`config.mk`:
```
export PLATFORM = sky130hd
export DESIGN_NAME = gpio_irq_ctrl
export DESIGN_NICKNAME = d
export VERILOG_FILES = /design/src/rtl/gpio_irq_pkg.sv /design/src/rtl/gpio_ctrl.sv /design/src/rtl/gpio_sync.sv /design/src/rtl/gpio_datapath.sv /design/src/rtl/gpio_irq_ctrl.sv
export SDC_FILE = /design/constraint.sdc
export NUM_CORES = 1
export LEC_CHECK = 0
export ABC_AREA = 1
export BUFFER_PORTS_ARGS = -buffer_cell sky130_fd_sc_hd__clkbuf_2
export CAP_MARGIN = 20
export CORE_ASPECT_RATIO = 0.9
export CORE_MARGIN = 2
export CORE_UTILIZATION = 60
export DETAILED_ROUTE_END_ITERATION = 12
export PLACE_DENSITY = 0.83
export SLEW_MARGIN = 0
export SYNTH_ARGS = -nofsm -noshare
export SYNTH_HDL_FRONTEND = slang
export SYNTH_SLANG_ARGS = --single-unit
export TNS_END_PERCENT = 20
```
`constraint.sdc`:
```
create_clock -name clk -period 2.96 [get_ports clk]
set_input_delay 0.592 -clock clk [delete_from_list [all_inputs] [get_ports clk]]
set_output_delay 0.592 -clock clk [all_outputs]
set_load 0.01 [all_outputs]
```
`src/rtl/gpio_irq_pkg.sv`:
```
package gpio_irq_pkg;

  localparam int ADDR_W = 6;

  localparam logic [ADDR_W-1:0] OFS_DIR     = 6'h00;
  localparam logic [ADDR_W-1:0] OFS_LVL_SEL = 6'h04;
  localparam logic [ADDR_W-1:0] OFS_LVL_POL = 6'h08;
  localparam logic [ADDR_W-1:0] OFS_POS_EN  = 6'h0C;
  localparam logic [ADDR_W-1:0] OFS_NEG_EN  = 6'h10;
  localparam logic [ADDR_W-1:0] OFS_DIN     = 6'h14;
  localparam logic [ADDR_W-1:0] OFS_SET     = 6'h18;
  localparam logic [ADDR_W-1:0] OFS_CLR     = 6'h1C;
  localparam logic [ADDR_W-1:0] OFS_DOUT    = 6'h20;
  localparam logic [ADDR_W-1:0] OFS_MASK    = 6'h28;
  localparam logic [ADDR_W-1:0] OFS_ENA     = 6'h2C;
  localparam logic [ADDR_W-1:0] OFS_STAT    = 6'h30;
  localparam logic [ADDR_W-1:0] OFS_ICLR    = 6'h34;

  // Write strobes from the decoder to the datapath
  typedef struct packed {
    logic wrDir;
    logic wrLvlSel;
    logic wrLvlPol;
    logic wrPosEn;
    logic wrNegEn;
    logic wrSetOut;
    logic wrClrOut;
    logic wrOutData;
    logic wrMask;
    logic wrEnable;
    logic wrIntClr;
  } ctrlStrobes_t;

  typedef enum logic [3:0] {
    RD_ZERO, RD_DIR, RD_LSEL, RD_LPOL, RD_PEN, RD_NEN,
    RD_DIN, RD_DOUT, RD_MASK, RD_ENA, RD_STAT
  } rdSel_t;

endpackage

```
`src/rtl/gpio_ctrl.sv`:
```
module gpio_ctrl
  import gpio_irq_pkg::*;
(
  input  logic              busSel,
  input  logic              busWrite,
  input  logic [ADDR_W-1:0] busAddr,
  output ctrlStrobes_t      strobes,
  output rdSel_t            rdSel
);

  logic wrAct;
  logic rdAct;

  assign wrAct = busSel & busWrite;
  assign rdAct = busSel & ~busWrite;

  always_comb begin
    strobes = '0;
    rdSel   = RD_ZERO;
    case (busAddr)
      OFS_DIR:     begin strobes.wrDir     = wrAct; if (rdAct) rdSel = RD_DIR;  end
      OFS_LVL_SEL: begin strobes.wrLvlSel  = wrAct; if (rdAct) rdSel = RD_LSEL; end
      OFS_LVL_POL: begin strobes.wrLvlPol  = wrAct; if (rdAct) rdSel = RD_LPOL; end
      OFS_POS_EN:  begin strobes.wrPosEn   = wrAct; if (rdAct) rdSel = RD_PEN;  end
      OFS_NEG_EN:  begin strobes.wrNegEn   = wrAct; if (rdAct) rdSel = RD_NEN;  end
      OFS_DIN:     begin if (rdAct) rdSel = RD_DIN; end
      OFS_SET:     begin strobes.wrSetOut  = wrAct; end
      OFS_CLR:     begin strobes.wrClrOut  = wrAct; end
      OFS_DOUT:    begin strobes.wrOutData = wrAct; if (rdAct) rdSel = RD_DOUT; end
      OFS_MASK:    begin strobes.wrMask    = wrAct; if (rdAct) rdSel = RD_MASK; end
      OFS_ENA:     begin strobes.wrEnable  = wrAct; if (rdAct) rdSel = RD_ENA;  end
      OFS_STAT:    begin if (rdAct) rdSel = RD_STAT; end
      OFS_ICLR:    begin strobes.wrIntClr  = wrAct; end
      default:     begin end
    endcase
  end

endmodule

```
`src/rtl/gpio_sync.sv`:
```
module gpio_sync #(
  parameter int WIDTH  = 16,
  parameter int STAGES = 2
) (
  input  logic             clk,
  input  logic             rstN,
  input  logic [WIDTH-1:0] din,
  output logic [WIDTH-1:0] dout
);

  for (genvar s = 0; s < STAGES; s++) begin : g_stg
    logic [WIDTH-1:0] q;
    if (s == 0) begin : g_first
      always_ff @(posedge clk or negedge rstN) begin
        if (!rstN) q <= '0;
        else       q <= din;
      end
    end else begin : g_next
      always_ff @(posedge clk or negedge rstN) begin
        if (!rstN) q <= '0;
        else       q <= g_stg[s-1].q;
      end
    end
  end

  assign dout = g_stg[STAGES-1].q;

endmodule

```
`src/rtl/gpio_datapath.sv`:
```
module gpio_datapath
  import gpio_irq_pkg::*;
#(
  parameter int NPINS       = 16,
  parameter int SYNC_STAGES = 2
) (
  input  logic             clk,
  input  logic             rstN,
  input  ctrlStrobes_t     strobes,
  input  rdSel_t           rdSel,
  input  logic [NPINS-1:0] wdata,
  input  logic [NPINS-1:0] pinIn,
  output logic [NPINS-1:0] rdata,
  output logic [NPINS-1:0] pinOut,
  output logic [NPINS-1:0] pinOe,
  output logic             irqOut
);

  logic [NPINS-1:0] dirQ, lvlSelQ, lvlPolQ, posEnQ, negEnQ;
  logic [NPINS-1:0] outQ, maskQ, enQ;
  logic [NPINS-1:0] syncIn, prevIn;
  logic [NPINS-1:0] pendQ, statusW, clrBits;

  gpio_sync #(.WIDTH(NPINS), .STAGES(SYNC_STAGES)) u_sync (
    .clk  (clk),
    .rstN (rstN),
    .din  (pinIn),
    .dout (syncIn)
  );

  always_ff @(posedge clk or negedge rstN) begin
    if (!rstN) begin
      dirQ    <= '0;
      lvlSelQ <= '0;
      lvlPolQ <= '0;
      posEnQ  <= '0;
      negEnQ  <= '0;
      outQ    <= '0;
      maskQ   <= '0;
      enQ     <= '0;
      prevIn  <= '0;
    end else begin
      prevIn <= syncIn;
      if (strobes.wrDir)     dirQ    <= wdata;
      if (strobes.wrLvlSel)  lvlSelQ <= wdata;
      if (strobes.wrLvlPol)  lvlPolQ <= wdata;
      if (strobes.wrPosEn)   posEnQ  <= wdata;
      if (strobes.wrNegEn)   negEnQ  <= wdata;
      if (strobes.wrMask)    maskQ   <= wdata;
      if (strobes.wrEnable)  enQ     <= wdata;
      if (strobes.wrOutData)     outQ <= wdata;
      else if (strobes.wrSetOut) outQ <= outQ | wdata;
      else if (strobes.wrClrOut) outQ <= outQ & ~wdata;
    end
  end

  assign clrBits = strobes.wrIntClr ? wdata : '0;

  // Per-pin event detection and sticky pending flag
  for (genvar i = 0; i < NPINS; i++) begin : g_pin
    logic lvlHit, riseHit, fallHit, evt;
    assign lvlHit  = lvlSelQ[i] & (syncIn[i] == lvlPolQ[i]);
    assign riseHit = posEnQ[i] & syncIn[i] & ~prevIn[i];
    assign fallHit = negEnQ[i] & ~syncIn[i] & prevIn[i];
    assign evt     = lvlHit | (~lvlSelQ[i] & (riseHit | fallHit));

    always_ff @(posedge clk or negedge rstN) begin
      if (!rstN) pendQ[i] <= 1'b0;
      else       pendQ[i] <= (pendQ[i] & ~clrBits[i]) | evt;
    end
  end

  assign statusW = pendQ & ~maskQ & enQ;
  assign irqOut  = |statusW;
  assign pinOut  = outQ;
  assign pinOe   = dirQ;

  always_comb begin
    case (rdSel)
      RD_DIR:  rdata = dirQ;
      RD_LSEL: rdata = lvlSelQ;
      RD_LPOL: rdata = lvlPolQ;
      RD_PEN:  rdata = posEnQ;
      RD_NEN:  rdata = negEnQ;
      RD_DIN:  rdata = syncIn;
      RD_DOUT: rdata = outQ;
      RD_MASK: rdata = maskQ;
      RD_ENA:  rdata = enQ;
      RD_STAT: rdata = statusW;
      default: rdata = '0;
    endcase
  end

endmodule

```
`src/rtl/gpio_irq_ctrl.sv`:
```
module gpio_irq_ctrl
  import gpio_irq_pkg::*;
#(
  parameter int NPINS       = 16,
  parameter int SYNC_STAGES = 2
) (
  input  logic              clk,
  input  logic              rstN,
  input  logic              busSel,
  input  logic              busWrite,
  input  logic [ADDR_W-1:0] busAddr,
  input  logic [NPINS-1:0]  busWdata,
  output logic [NPINS-1:0]  busRdata,
  input  logic [NPINS-1:0]  pinIn,
  output logic [NPINS-1:0]  pinOut,
  output logic [NPINS-1:0]  pinOe,
  output logic              irqOut
);

  ctrlStrobes_t strobes;
  rdSel_t       rdSel;

  gpio_ctrl u_ctrl (
    .busSel   (busSel),
    .busWrite (busWrite),
    .busAddr  (busAddr),
    .strobes  (strobes),
    .rdSel    (rdSel)
  );

  gpio_datapath #(.NPINS(NPINS), .SYNC_STAGES(SYNC_STAGES)) u_dp (
    .clk     (clk),
    .rstN    (rstN),
    .strobes (strobes),
    .rdSel   (rdSel),
    .wdata   (busWdata),
    .pinIn   (pinIn),
    .rdata   (busRdata),
    .pinOut  (pinOut),
    .pinOe   (pinOe),
    .irqOut  (irqOut)
  );

endmodule

```
==> flow_metrics.tcl <==
set metrics [dict create \
    tightestPinTransition_ns 0.535 \
    arrival_ns 2.25 \
    viasPerCell 5.80 \
    seq_power_share_pct 52.6 \
    antenna_found_initial 0 \
    pwr_density_cell_nw_per_um2 544 \
    postRouteAntennaNets 0 \
    die_w_um 132 \
    fin_crit_sh_pct 96.1 \
    ys_seq_area_share_pct 54.0 \
    period_minus_slack_ns 2.84 \
    post-place-cells 1397 \
    vias 8316 \
    layout.cells.non_filler 1435 \
    power_uw 5690 \
    switching_share_pct 27.3 \
    synth_top_area_share_pct 54.0 \
    slowest_stage "nor2_4" \
    crit_type "input port to output pin" \
    peakVddDrop_mv 0.490 \
    r2r_cells 4 \
    routabilityCongestion 0.968 \
    max-clock-path-buffers 2 \
    die_h_um 120 \
    synth_edf_count 0 \
    drc 0 \
    grt_pass1_vias 7773 \
    cts_buffers 17 \
    synth_top_flop_cell "dfrtp_1" \
    cp_slowest_stage_delay_ns 0.25 \
    report.final.slew_viol_count 0 \
    grt_max_degree 68 \
    reg2reg_from "u_dp.u_sync.dout[2]" \
    critPathCaptureType "output pin" \
    core_sq_um 14600 \
    syn_avg_cell_area_sq_um 8.04 \
    synth.net_count 1149 \
    cap_violations 0 \
    worst_setup_path_start_kind "input port" \
    synth.area.top_cells "dfrtp_1, nand2_1, o21ai_0" \
    syn2layout_area_growth_pct 17.6 \
    fmax_mhz 352 \
    htree_levels 4 \
    path_cells "clkbuf_2 > nor2_2 > nand3_1 > nand2_1 > inv_1 > nand2_2 > nand2_2 > nor2_4 > nand3_1 > nand3_1 > nor2_1 > nand2_1 > clkbuf_2" \
    final_nets 1267 \
    p_clk_share_pct 38.0 \
    fin_util_pct 71.6 \
    status "completed" \
    dp_slack_ns 0.0495 \
    ys_seq_elements 192 \
    internal_power_uw 4140 \
    setup_violations 0 \
    synth_area_leader_cell "dfrtp_1" \
    clkTransAtPathRegs_ns 0.07 \
    drive_gt1_share_pct 15.8 \
    clockRootBuffer "clkbuf_16" \
    fillers 1145 \
    final_hold_viol_count 0 \
    holdWs_ns 0.149 \
    drt_first_pass_iters 6 \
    groute.usage.overall_pct 32.5 \
    portBuffers 90 \
    maxSlewHeadroom_pct 64.3 \
    fin_skew_ns 0.0107 \
    cts_tree "built" \
    critical_path_buf_inv_count 3 \
    async_flop_share_pct 100 \
    insertion_delay_ns 0.44 \
    totalWireLength_mm 24.8 \
    p_sw_uw 1550 \
    netlist_instances 1107 \
    cellLeakagePower_uw 0.00521 \
    grt_overflow_total 0 \
    num_antenna_cells 0 \
    r2r-end "u_dp.pendQ[2]" \
    avgRoutedWirePerCell_um 17.3 \
    synth.distinct_cells 30 \
    dieArea_sq_um 15800 \
    required_ns 2.37 \
    row_count 42 \
    synth_area_sq_um 8900 \
    critPathTopFamily "simple AND/OR/NAND/NOR gates" \
    crit_fanout 8 \
    initial_core_util_pct 60.9 \
    fin_ws_ns 0.115 \
    p_comb_share_pct 9.5 \
    cts_sinks 192 \
    hold_class "input port to async pin" \
    ff2ff_setup_slack_ns 1.79 \
    io_pins 91 \
    hpwl_mm 16.3 \
    cp_common_cell "nand3_1" \
    grt_pass1_wl_mm 39.9 \
    drt_iter0_drc 1085 \
    synth_warnings 0 \
]
Yosys cell counts, types with 2 or more instances:
cell	count
nand2_1	323
o21ai_0	198
dfrtp_1	192
inv_1	104
nand3_1	76
nor2_1	74
clkbuf_1	28
nor3_1	25
nand4_1	17
nor2_4	9
and3b_1	8
buf_2	6
nor2_2	6
o21ai_1	6
inv_2	4
nand3b_1	4
nor4_1	4
and3_1	3
nand2_2	3
o22ai_1	3
a21oi_1	2
clkinv_1	2
o211ai_1	2
xor2_1	2
cell usage in the layout (no fill, tap or decap), drive strengths merged:
cell,count
nand2,326
o21ai,204
dfrtp,192
inv,116
clkbuf,110
nor2,91
nand3,77
buf,43
nor3,26
nand4,17
and3b,8
nand3b,4
nor4,4
o22ai,3
and3,3
clkinvlp,3
a21oi,3
xor2,2
o211ai,2
clkinv,2
a31oi,1
worst max path at each step:
| stage | slack (ns) | cells after the start | from | endpoint |
|---|---|---|---|---|
| after floorplan | 0.58 | 13 | busAddr[1] | busRdata[12] |
| after global placement | 0.09 | 11 | busAddr[4] | busRdata[13] |
| after detailed placement | 0.05 | 13 | busAddr[1] | busRdata[8] |
| after CTS | 0.05 | 13 | busAddr[1] | busRdata[8] |
| after global routing | -0.02 | 15 | busAddr[2] | busRdata[8] |
| final | 0.12 | 13 | busAddr[4] | busRdata[14] |
final cells by class:
cell class / count / area [sq um] / share of cell area, %
Timing Repair Buffer: 133 / 882 / 8.43
Sequential cell: 192 / 4800 / 45.9
Inverter: 110 / 413 / 3.95
Multi-Input combinational cell: 771 / 3570 / 34.1
Clock buffer: 20 / 447 / 4.27
Tap cell: 198 / 248 / 2.37
Clock inverter: 11 / 97.6 / 0.933
flip-flops by register name, summed over array words and instances (netlist names), named ones only:
signal and count:
u_dp.posEnQ 16, u_dp.lvlPolQ 16, u_dp.u_sync.g_stg.q 16, u_dp.prevIn 16, u_dp.enQ 16, u_dp.maskQ 16
u_dp.pendQ 16, u_dp.negEnQ 16, u_dp.lvlSelQ 16, u_dp.u_sync.dout 16, u_dp.pinOe 16
power by group through the flow:
stage / clock network, uW / registers, uW / logic, uW
CTS: 2170 / 2990 / 530
global route: 2290 / 3020 / 614
global placement: 0 / 3030 / 502
finish: 2160 / 2990 / 539
detailed placement: 0 / 3030 / 525
floorplan: 0 / 3010 / 268
what timing repair did:
action / 4_1_cts / 5_1_grt
hold buffers: 0 / 0
setup endpoints to repair: 0 / 16
resized for setup: 0 / 8
setup buffers: 0 / 6
per-layer routing:
metal | vias to the layer above | track usage, % | wire [um]
li1 | 3839 | - | -
met1 | 3949 | 46.0 | 10200
met2 | 464 | 48.3 | 11200
met3 | 64 | 9.08 | 2790
met4 | 0 | 11.8 | 652
met5 | - | 0 | 0
stage by stage:
stage	area, sq um	TNS, ns
2_1_floorplan	8900	0
3_3_place_gp	9820	0
3_5_place_dp	9820	0
4_1_cts	10400	0
5_1_grt	10500	-0.0548
6_report	10500	0
cell families (layout without fill, tap and decap cells):
| family | Yosys count | after routing | synth area share (%) |
|---|---|---|---|
| and+or+nand+nor | 555 | 556 | 27.5 |
| buffers and inverters | 145 | 274 | 6.24 |
| AOI/OAI and AO/OA | 213 | 213 | 12.1 |
| DFF | 192 | 192 | 54.0 |
| xor gates and xnor gates | 2 | 2 | 0.197 |
No activity file was read; power rests on OpenSTA's default activity.
